**src/rtl/sbp_pkg.sv**
```systemverilog
package sbp_pkg;
    localparam int BYTE_W = 8;

    typedef enum logic [1:0] {
        ACC_IDLE  = 2'd0,
        ACC_LOAD  = 2'd1,
        ACC_POLL  = 2'd2,
        ACC_FETCH = 2'd3
    } acc_kind_e;

    typedef struct packed {
        logic raise;
        logic drop;
        logic advance;
    } hs_step_t;

    function automatic logic [BYTE_W-1:0] poll_byte(input logic ready);
        return {ready, {(BYTE_W-1){1'b0}}};
    endfunction
endpackage

```
**src/rtl/sbp_decode.sv**
```systemverilog
module sbp_decode
    import sbp_pkg::*;
#(
    parameter int                 ADDR_W   = 16,
    parameter logic [ADDR_W-1:0]  CMD_ADDR = 16'hFAD0
) (
    input  logic [ADDR_W-1:0] addr,
    input  logic              wr,
    input  logic              rd,
    output acc_kind_e         kind
);
    localparam logic [ADDR_W-1:0] DATA_ADDR = CMD_ADDR + 1'b1;

    always_comb begin
        kind = ACC_IDLE;
        if (wr && addr == CMD_ADDR) begin
            kind = ACC_LOAD;
        end else if (rd && addr == CMD_ADDR) begin
            kind = ACC_POLL;
        end else if (rd && addr == DATA_ADDR) begin
            kind = ACC_FETCH;
        end
    end
endmodule

```
**src/rtl/sbp_sector_reg.sv**
```systemverilog
module sbp_sector_reg
    import sbp_pkg::*;
#(
    parameter int LANES = 4
) (
    input  logic                    clk,
    input  logic                    rst,
    input  logic                    load,
    input  logic [BYTE_W-1:0]       din,
    output logic [LANES*BYTE_W-1:0] sector
);
    logic [BYTE_W-1:0] lane_q [LANES];

    for (genvar i = 0; i < LANES; i++) begin : g_lane
        if (i == 0) begin : g_low
            always_ff @(posedge clk) begin
                if (rst)       lane_q[i] <= '0;
                else if (load) lane_q[i] <= din;
            end
        end else begin : g_up
            always_ff @(posedge clk) begin
                if (rst)       lane_q[i] <= '0;
                else if (load) lane_q[i] <= lane_q[i-1];
            end
        end
        assign sector[i*BYTE_W +: BYTE_W] = lane_q[i];
    end
endmodule

```
**src/rtl/sbp_offset_ctr.sv**
```systemverilog
module sbp_offset_ctr #(
    parameter int OFF_W = 9
) (
    input  logic             clk,
    input  logic             rst,
    input  logic             clear,
    input  logic             advance,
    output logic [OFF_W-1:0] offset
);
    always_ff @(posedge clk) begin
        if (rst || clear) offset <= '0;
        else if (advance) offset <= offset + 1'b1;
    end
endmodule

```
**src/rtl/sbp_handshake.sv**
```systemverilog
module sbp_handshake
    import sbp_pkg::*;
(
    input  logic      clk,
    input  logic      rst,
    input  acc_kind_e kind,
    input  logic      ack,
    output logic      req,
    output logic      ready,
    output logic      advance
);
    hs_step_t step;

    always_comb begin
        step.raise   = (kind == ACC_POLL) && !req && !ack;
        step.drop    = (kind == ACC_FETCH);
        step.advance = (kind == ACC_FETCH) && req && ack;
    end

    always_ff @(posedge clk) begin
        if (rst)             req <= 1'b0;
        else if (step.drop)  req <= 1'b0;
        else if (step.raise) req <= 1'b1;
    end

    assign ready   = req & ack;
    assign advance = step.advance;
endmodule

```
**src/rtl/sector_byte_port.sv**
```systemverilog
module sector_byte_port
    import sbp_pkg::*;
#(
    parameter int                ADDR_W   = 16,
    parameter logic [ADDR_W-1:0] CMD_ADDR = 16'hFAD0,
    parameter int                LANES    = 4,
    parameter int                OFF_W    = 9
) (
    input  logic                    clk,
    input  logic                    rst,
    input  logic [ADDR_W-1:0]       io_addr,
    input  logic                    io_wr,
    input  logic                    io_rd,
    input  logic [BYTE_W-1:0]       io_wdata,
    output logic [BYTE_W-1:0]       io_rdata,
    output logic [LANES*BYTE_W-1:0] st_sector,
    output logic [OFF_W-1:0]        st_offset,
    output logic                    st_begin,
    input  logic                    st_ack,
    input  logic [BYTE_W-1:0]       st_data
);
    acc_kind_e kind;
    logic      ready;
    logic      advance;

    sbp_decode #(.ADDR_W(ADDR_W), .CMD_ADDR(CMD_ADDR)) u_decode (
        .addr (io_addr),
        .wr   (io_wr),
        .rd   (io_rd),
        .kind (kind)
    );

    sbp_sector_reg #(.LANES(LANES)) u_sector (
        .clk    (clk),
        .rst    (rst),
        .load   (kind == ACC_LOAD),
        .din    (io_wdata),
        .sector (st_sector)
    );

    sbp_handshake u_hs (
        .clk     (clk),
        .rst     (rst),
        .kind    (kind),
        .ack     (st_ack),
        .req     (st_begin),
        .ready   (ready),
        .advance (advance)
    );

    sbp_offset_ctr #(.OFF_W(OFF_W)) u_offset (
        .clk     (clk),
        .rst     (rst),
        .clear   (kind == ACC_LOAD),
        .advance (advance),
        .offset  (st_offset)
    );

    always_comb begin
        case (kind)
            ACC_POLL:  io_rdata = poll_byte(ready);
            ACC_FETCH: io_rdata = st_data;
            default:   io_rdata = '0;
        endcase
    end
endmodule

```
**config.mk**
```make
export PLATFORM = sky130hd
export DESIGN_NAME = sector_byte_port
export DESIGN_NICKNAME = d
export VERILOG_FILES = /design/src/rtl/sbp_pkg.sv /design/src/rtl/sbp_decode.sv /design/src/rtl/sbp_sector_reg.sv /design/src/rtl/sbp_offset_ctr.sv /design/src/rtl/sbp_handshake.sv /design/src/rtl/sector_byte_port.sv
export SDC_FILE = /design/constraint.sdc
export NUM_CORES = 1
export LEC_CHECK = 0
export BUFFER_PORTS_ARGS = -buffer_cell sky130_fd_sc_hd__buf_4
export CAP_MARGIN = 0
export CORE_AREA = 10 10 94 88
export DETAILED_ROUTE_END_ITERATION = 8
export DIE_AREA = 0 0 104 98
export PLACE_DENSITY_LB_ADDON = 0.12
export SLEW_MARGIN = 20
export SYNTH_ARGS = -nofsm -noshare
export SYNTH_HDL_FRONTEND = slang
export SYNTH_SLANG_ARGS = --single-unit
```
**constraint.sdc**
```tcl
create_clock -name clk -period 1.9 [get_ports clk]
set_input_delay 0.095 -clock clk [delete_from_list [all_inputs] [get_ports clk]]
set_output_delay 0.095 -clock clk [all_outputs]
set_load 0.1 [all_outputs]
```
==> results of run 1 <==
==> what timing repair did <==
action / in CTS / in global routing
resized for setup: 0 / 0
endpoints found under the setup margin: 0 / 0
hold buffers: 1 / 0
hold endpoints to repair: 1 / 0
==> registers in the layout, summed over array words and instances, names as in the netlist <==
name             count
u_hs.req             1
u_sector.lane_q     32
u_offset.offset      9
==> cells in the mapped netlist, drive strengths merged <==
cell / instances
nor3b: 1
and2: 40
clkbuf: 4
and4: 2
and3: 2
nand2: 3
a21oi: 9
a211oi: 1
or4: 6
buf: 1
o31ai: 6
or4b: 1
or3: 3
nand2b: 1
nor3: 1
dfxtp: 10
nor2: 2
o21ai: 3
ha: 1
nand4: 3
inv: 3
o21bai: 1
nand3: 4
and4bb: 3
edfxtp: 32
a32oi: 1
==> power by group <==
part	internal, mW	total (mW)	switching [mW]
registers	1.01	1.02	0.0101
clock network	0.392	0.704	0.312
logic	0.0914	0.327	0.235
total	1.49	2.05	0.557
==> worst max-delay path, stage by stage <==
cell and delay [ps]:
buf_4 100, and4bb_2 330, nand4_4 190, nor2_1 380
and2_1 190, buf_4 290
==> worst max-delay path by stage <==
| stage | startpoint | end | slack, ps | depth (start not counted) |
|---|---|---|---|---|
| 2_1_floorplan | u_hs.req | io_rdata[7] | 40 | 2 |
| 3_3_place_gp | io_addr[1] | io_rdata[4] | 250 | 6 |
| 3_5_place_dp | io_addr[1] | io_rdata[6] | 210 | 6 |
| 4_1_cts | io_addr[1] | io_rdata[1] | 210 | 6 |
| 5_1_grt | io_addr[1] | io_rdata[1] | 70 | 6 |
| 6_report | io_addr[1] | io_rdata[4] | 230 | 6 |
==> through the flow <==
stage | instance area (µm²) | total power [mW]
after global placement | 2630 | 1.37
final | 2750 | 2.05
after global routing | 2750 | 2.13
after detailed placement | 2630 | 1.37
after floorplan | 1860 | 1.25
after CTS | 2750 | 2.09
==> logic make-up after synthesis <==
family                     synth area share (%)
AOI/OAI and AO/OA                          7.52
adders and majority gates                 0.683
buffers and inverters                      1.71
DFF                                        63.4
and+or+nand+nor                            26.7
==> layout make-up <==
type | instances | area (µm²) | area share, %
tap | 90 | 113 | 4.09
inverter | 3 | 11.3 | 0.409
multi-input combinational | 94 | 657 | 23.9
sequential | 42 | 1170 | 42.5
timing repair buffer | 90 | 691 | 25.1
clock inverter | 2 | 37.5 | 1.36
clock buffer | 6 | 72.6 | 2.64
==> routing by layer <==
layer / vias to the layer above / share of wire, %
met5: - / 0
met4: 0 / 1.2
met3: 8 / 8.8
met2: 44 / 51
met1: 650 / 39
li1: 714 / -
==> results.py, run 1 <==
metrics = {
    "cts": {
        "cts_sinks": 42,
        "cts_tree": "done",
        "post_cts_buffers": 0,
        "numCtsBuffers": 5,
        "clkSlewWorstSetupHoldPaths_ps": 80,
        "ctsRootBufferMaster": "clkbuf_8",
        "clock_latency_ps": 290,
        "htreeDepth": 2,
        "clk_path_buf_depth": 2,
    },
    "cells_and_area": {
        "fillCellCount": 646,
        "final_common_cell": "buf_4",
        "nets": 274,
        "n_antenna_cell": 0,
        "syn_to_final_growth_pct": 50.4,
        "final-instance-count-excl-fill": 327,
        "final_core_util_pct": 43.2,
        "layout_common_cells": "buf_4 (88), and2_1 (40), edfxtp_1 (32)",
        "drive_gt1_share_pct": 47.3,
    },
    "global_routing": {
        "use_met3_pct": 4.60,
        "grt.total_usage_pct": 9.14,
        "grt_pass1_vias": 1506,
        "gr-total-overflow": 0,
        "grt_max_degree": 42,
        "top_usage_layer": "met2",
        "antenna_found_initial": 0,
        "use_met2_pct": 15.6,
        "grt_pass1_wl_um": 7640,
        "grtUsageMet1_pct": 9.59,
    },
    "yosys": {
        "ys_seq_area_share_pct": 63.4,
        "synth-seq-cells": 42,
        "syn_inst": 144,
        "avgSynthCellArea_um2": 12.7,
        "syn_area_mm2": 0.00183,
        "synth.area.top_cells": "edfxtp_1 (52%), and2_1 (14%), dfxtp_1 (11%), a21oi_1 (2.5%), o31ai_1 (2.5%)",
        "synth.largest_area_cell": "edfxtp_1",
        "synth_nets": 182,
        "synthDistinctLibCells": 27,
        "ys_warn_count": 0,
        "synth_top_cell_area_share_pct": 52.5,
    },
    "worst_setup_path": {
        "cp_data_arrival_time_ps": 1570,
        "r2r-start": "u_hs.req",
        "startpoint_type": "input pin",
        "worst-r2r-cell-count": 4,
        "worstSetupEndpointType": "output port",
        "critPathKind": "in2out",
        "crit_fanout": 8,
        "required_ps": 1800,
        "rrSetupSlack_ps": 260,
        "reg2reg_to": "u_offset.offset[4]",
    },
    "sta": {
        "slew_violations": 0,
        "finalCriticalPeriod_ps": 1670,
        "setup_ws_ps": 230,
        "hold_viol": 0,
        "max_freq_ghz": 0.599,
        "relSlewSlack_pct": 71.9,
        "finClkSkew_ps": 7.03,
        "hold_ws_ps": 70.5,
        "fin_setup_tns_ps": 0,
        "worst_pin_slew_ps": 420,
        "rsz0062_at_grt": "no",
        "setup_viol": 0,
        "min_period_over_period_pct": 87.9,
    },
    "routing": {
        "wire_per_inst_um": 14.2,
        "drt_iter0_drc": 67,
        "ant_nets": 0,
        "finalWirelength_um": 4640,
        "viasPerCell": 4.33,
        "drc": 0,
        "vias": 1416,
        "drtPass1Iterations": 4,
    },
    "hold_path": {
        "hp-class": "in2reg",
        "min_to": "u_sector.lane_q[0][4]",
        "hp-start": "io_wdata[4]",
        "hold_depth": 2,
    },
    "floorplanning": {
        "dieHeight_um": 98,
        "row_count": 28,
        "die_w_um": 104,
        "core_mm2": 0.00638,
        "ios": 87,
        "dieArea_mm2": 0.0102,
        "initial_core_util_pct": 28.7,
    },
    "run_status": {
        "status": "finished clean",
    },
    "pwr": {
        "powerDensity_mw_per_mm2": 744,
        "ir_worst_vdd_mv": 0.347,
        "leakage_nw": 1.14,
    },
    "placed_design": {
        "port-buffer-count": 86,
        "dp.cells": 318,
        "dpl_worst_slack_ps": 215,
        "routabilityCongestion": 0.731,
        "place_hpwl_um": 3450,
    },
    "flow_run": {
        "maxCapViolations": 0,
    },
}
Power figures use the tool's default switching activity.
==> run 2, diff against run 1 <==
--- a/config.mk
+++ b/config.mk
@@ -10,7 +10,7 @@
 export CORE_AREA = 10 10 94 88
 export DETAILED_ROUTE_END_ITERATION = 8
 export DIE_AREA = 0 0 104 98
-export PLACE_DENSITY_LB_ADDON = 0.12
+export PLACE_DENSITY = 0.53
 export SLEW_MARGIN = 20
 export SYNTH_ARGS = -nofsm -noshare
 export SYNTH_HDL_FRONTEND = slang
==> run 2 against run 1 <==
Compared with the run above:
- hold slack gained 12 ps
- non-clock buffer count is the same
- final cell count is the same
- register-to-register slack is essentially flat
- clock skew shrank 0.75 ps
- via count shrank 0.71%
- sequential share of layout area grew 0.25 points
- design area shrank 0.59%
- die area is the same
==> results.py, run 2 (same netlist as run 1, synthesis figures left out) <==
metrics = {
    "floorplanning": {
        "dieHeight_um": 98,
        "core_mm2": 0.00638,
        "dieArea_mm2": 0.0102,
        "die_w_um": 104,
        "initial_core_util_pct": 28.7,
        "row_count": 28,
        "ios": 87,
    },
    "routing": {
        "vias": 1406,
        "wire_per_inst_um": 14.6,
        "met3_length_um": 187,
        "drc": 0,
        "viasPerCell": 4.30,
        "ant_nets": 0,
        "top_layer_used": "met4",
        "wl_met1_um": 1960,
        "drt_iter0_drc": 58,
        "wl_met2_um": 2590,
        "finalWirelength_um": 4770,
        "drtPass1Iterations": 3,
    },
    "pwr": {
        "total_power_mw": 1.88,
        "leakage_nw": 1.13,
        "powerDensity_mw_per_mm2": 688,
        "ir_worst_vdd_mv": 0.374,
    },
    "worst_setup_path": {
        "path_cells": "buf_4 > and4bb_2 > nand4_4 > nor2_1 > and2_1 > buf_4",
        "worstSetupEndpointType": "output port",
        "critPathKind": "in2out",
        "cp_data_arrival_time_ps": 1570,
        "required_ps": 1800,
        "crit_fanout": 8,
        "startpoint_type": "input pin",
        "cpMostUsedCell": "buf_4",
        "crit_path_top_delay_cell": "nor2_1",
        "cp_slowest_stage_delay_ps": 370,
    },
    "cells_and_area": {
        "largest-register": "u_sector.lane_q",
        "layout_common_cells": "buf_4 (87), and2_1 (40), edfxtp_1 (32)",
        "final_common_cell": "buf_4",
        "final_core_util_pct": 42.9,
        "nets": 274,
        "largestRegisters": "u_sector.lane_q (32), u_offset.offset (9), u_hs.req (1)",
        "syn_to_final_growth_pct": 49.5,
        "regArea_mm2": 0.00117,
        "fillCellCount": 666,
        "drive_gt1_share_pct": 46.8,
        "largest_register_ffs": 32,
        "n_antenna_cell": 0,
        "multi_input_area_um2": 657,
    },
    "sta": {
        "relSlewSlack_pct": 69.3,
        "min_period_over_period_pct": 87.6,
        "max_freq_ghz": 0.601,
        "slew_violations": 0,
        "setup_viol": 0,
        "fin_setup_tns_ps": 0,
        "finalCriticalPeriod_ps": 1660,
        "worst_pin_slew_ps": 459,
        "rsz0062_at_grt": "no",
        "finClkSkew_ps": 6.29,
        "hold_viol": 0,
    },
    "cts": {
        "post_cts_buffers": 0,
        "clock_latency_ps": 280,
        "cts_sinks": 42,
        "numCtsBuffers": 5,
        "clk_path_buf_depth": 2,
        "htreeDepth": 2,
        "cts.repair.resized": 0,
        "cts_tree": "done",
        "clkSlewWorstSetupHoldPaths_ps": 80,
        "ctsRootBufferMaster": "clkbuf_8",
    },
    "global_routing": {
        "grt_max_degree": 42,
        "antenna_found_initial": 0,
        "gr-total-overflow": 0,
        "grt.total_usage_pct": 9.10,
        "grt_pass1_wl_um": 7580,
        "grt_pass1_vias": 1432,
    },
    "placed_design": {
        "port-buffer-count": 86,
        "routabilityCongestion": 0.694,
        "place_hpwl_um": 3590,
    },
    "flow_run": {
        "maxCapViolations": 0,
    },
    "run_status": {
        "status": "finished clean",
    },
    "hold_path": {
        "hp-class": "in2reg",
    },
}
## run 2: cell count changes in the layout (fill, tap and decap cells not counted)
cell	delta
clkinvlp_4	-1
clkinv_2	+1
bufinv_16	-1
clkinv_1	+1
buf_12	+1
buf_4	-1
## run 2: worst paths after layout
check / cells after the start / endpoint / slack [ps] / startpoint
min: 2 / u_sector.lane_q[0][4] / 80 / io_wdata[4]
max reg2reg: 4 / u_offset.offset[4] / 270 / u_hs.req
min reg2reg: 2 / u_hs.req / 480 / u_hs.req
max: 6 / io_rdata[5] / 240 / io_addr[1]
## run 2: worst max-delay path: cells and delay by family
family / cells / cell delay, ps
buffers and inverters: 2 / 390
AND/OR/NAND/NOR: 4 / 1080
## run 2: power breakdown
| part | switching (mW) | leakage, nW | internal (mW) | total, mW |
|---|---|---|---|---|
| combinational | 0.235 | 0.679 | 0.0914 | 0.327 |
| clock | 0.286 | 0.0426 | 0.253 | 0.539 |
| sequential | 0.0101 | 0.411 | 1.01 | 1.02 |
## run 2: repair_timing
action / in CTS / in global routing
endpoints found under the setup margin: 0 / 0
endpoints found under the hold margin: 1 / 0
hold buffers: 1 / 0
## run 2: per-layer routing
layer	GRT usage (%)	vias up
met4	2.89	0
met3	2.50	2
met1	10.3	661
met5	0	-
li1	-	717
met2	16.2	26
## run 2: area by class of cell
| class | count | area share, % |
|---|---|---|
| Clock inverter | 2 | 0.320 |
| Sequential cell | 42 | 42.8 |
| Clock buffer | 6 | 2.65 |
| Inverter | 3 | 0.412 |
| Timing Repair Buffer | 90 | 25.7 |
| Tap cell | 90 | 4.12 |
| Multi-Input combinational cell | 94 | 24.0 |
## run 2: stage by stage
step	hold slack, ps	setup slack (ps)	cells	area (µm²)
global placement	279	256	318	2650
global route	68.2	104	327	2740
finish	82.7	235	327	2740
detailed placement	279	229	318	2650
CTS	74.1	229	327	2740
floorplan	152	42.7	144	1860
==> run 3, diff against run 2 <==
--- a/config.mk
+++ b/config.mk
@@ -5,12 +5,12 @@
 export SDC_FILE = /design/constraint.sdc
 export NUM_CORES = 1
 export LEC_CHECK = 0
-export BUFFER_PORTS_ARGS = -buffer_cell sky130_fd_sc_hd__buf_4
+export BUFFER_PORTS_ARGS = -buffer_cell sky130_fd_sc_hd__buf_2
 export CAP_MARGIN = 0
 export CORE_AREA = 10 10 94 88
 export DETAILED_ROUTE_END_ITERATION = 8
 export DIE_AREA = 0 0 104 98
-export PLACE_DENSITY = 0.53
+export PLACE_DENSITY = 0.66
 export SLEW_MARGIN = 20
 export SYNTH_ARGS = -nofsm -noshare
 export SYNTH_HDL_FRONTEND = slang
==> run 3 against run 2 <==
Compared with the run above:
- routed wire length is 2.6% lower
- largest power group unchanged
- first-iteration DRC count is 5.2% higher
- critical path depth unchanged
- flip-flop and latch count did not move
- clock-buffer cell count is the same
- power shrank 0.39%
- hold slack worse by 8.0 ps
==> results.py, run 3 (same netlist as run 1, synthesis figures left out) <==
metrics = {
    "sta": {
        "relSlewSlack_pct": 66.3,
        "setup_viol": 0,
        "worst_pin_slew_ps": 510,
        "setup_ws_ps": 299,
        "min_period_over_period_pct": 84.3,
        "finalCriticalPeriod_ps": 1600,
        "rsz0062_at_grt": "no",
        "slew_violations": 0,
        "hold_viol": 0,
        "hold_ws_ps": 74.7,
        "finClkSkew_ps": 4.54,
        "fin_setup_tns_ps": 0,
        "max_freq_ghz": 0.624,
    },
    "floorplanning": {
        "dieArea_mm2": 0.0102,
        "die_w_um": 104,
        "initial_core_util_pct": 28.7,
        "dieHeight_um": 98,
        "core_mm2": 0.00638,
        "row_count": 28,
        "ios": 87,
    },
    "pwr": {
        "powerDensity_mw_per_mm2": 717,
        "leakage_nw": 1.10,
        "ir_worst_vdd_mv": 0.389,
        "total_power_mw": 1.88,
    },
    "flow_run": {
        "maxCapViolations": 0,
    },
    "worst_setup_path": {
        "worstSetupEndpointType": "output port",
        "startpoint_type": "input pin",
        "critPathKind": "in2out",
        "crit_fanout": 8,
        "required_ps": 1800,
        "cp_data_arrival_time_ps": 1510,
    },
    "routing": {
        "drc": 0,
        "ant_nets": 0,
        "drt_iter0_drc": 61,
        "finalWirelength_um": 4650,
        "wire_per_inst_um": 14.2,
        "viasPerCell": 4.34,
        "drtPass1Iterations": 4,
        "vias": 1419,
    },
    "global_routing": {
        "gr-total-overflow": 0,
        "use_met2_pct": 15.0,
        "grt_pass1_wl_um": 7380,
        "use_met3_pct": 4.80,
        "antenna_found_initial": 0,
        "grt.total_usage_pct": 8.86,
        "grt_pass1_vias": 1394,
        "grt_max_degree": 42,
        "top_usage_layer": "met2",
        "grtUsageMet1_pct": 9.61,
    },
    "placed_design": {
        "placed_area_mm2": 0.00252,
        "routabilityCongestion": 0.775,
        "place_hpwl_um": 3520,
        "port-buffer-count": 86,
        "dpl_worst_slack_ps": 283,
    },
    "cts": {
        "htreeDepth": 2,
        "cts_sinks": 42,
        "clkSlewWorstSetupHoldPaths_ps": 80,
        "ctsRootBufferMaster": "clkbuf_8",
        "clock_latency_ps": 290,
        "cts.repair.resized": 0,
        "numCtsBuffers": 5,
        "cts_tree": "done",
        "clk_path_buf_depth": 2,
    },
    "cells_and_area": {
        "fin_area_mm2": 0.00262,
        "largestRegisters": "u_sector.lane_q (32), u_offset.offset (9), u_hs.req (1)",
        "nets": 274,
        "final_common_cell": "buf_2",
        "fillCellCount": 643,
        "n_antenna_cell": 0,
        "largest_register_ffs": 32,
        "layout_common_cells": "buf_2 (79), and2_1 (40), edfxtp_1 (32)",
        "drive_gt1_share_pct": 47.3,
        "syn_to_final_growth_pct": 43.1,
        "largest-register": "u_sector.lane_q",
    },
    "run_status": {
        "status": "finished clean",
    },
    "hold_path": {
        "hp-class": "in2reg",
    },
}
[run 3: critical path, cell delays in order]
cell and delay [ps]:
buf_2 100, and4bb_2 320, nand4_4 180, nor2_1 370, and2_1 240, buf_12 180
[run 3: per-layer routing]
metal	share of wire, %	up-vias
li1	-	717
met1	41	664
met2	51	36
met3	6.9	2
met4	0.39	0
met5	0	-
[run 3: per-stage QoR]
stage               std cells  util (%)
finish                    327      41.1
CTS                       327      41.1
floorplan                 144         -
global route              327      41.1
global placement          318      39.6
detailed placement        318      39.6
[run 3: worst paths after layout]
kind               start                    end  slack [ps]  cells after the start
max reg2reg     u_hs.req     u_offset.offset[4]         300                      4
min reg2reg     u_hs.req               u_hs.req         480                      2
min          io_wdata[7]  u_sector.lane_q[0][7]          70                      2
max          io_addr[10]            io_rdata[2]         300                      6
[run 3: repair_timing]
item	4_1_cts	5_1_grt
hold buffers	1	0
buffers inserted	0	0
endpoints found under the hold margin	1	0
[run 3: report_power, final]
group	total, mW	internal [mW]	switching (mW)	leakage (nW)
combinational	0.291	0.0559	0.235	0.646
sequential	1.02	1.01	0.00890	0.411
clock	0.569	0.260	0.310	0.0452
[run 3: layout make-up]
cell class | instances | area [µm²] | share of cell area, %
Clock buffer | 6 | 72.6 | 2.77
Inverter | 3 | 11.3 | 0.430
Tap cell | 90 | 113 | 4.30
Multi-Input combinational cell | 94 | 657 | 25.1
Clock inverter | 2 | 13.8 | 0.526
Timing Repair Buffer | 90 | 581 | 22.2
Sequential cell | 42 | 1170 | 44.7
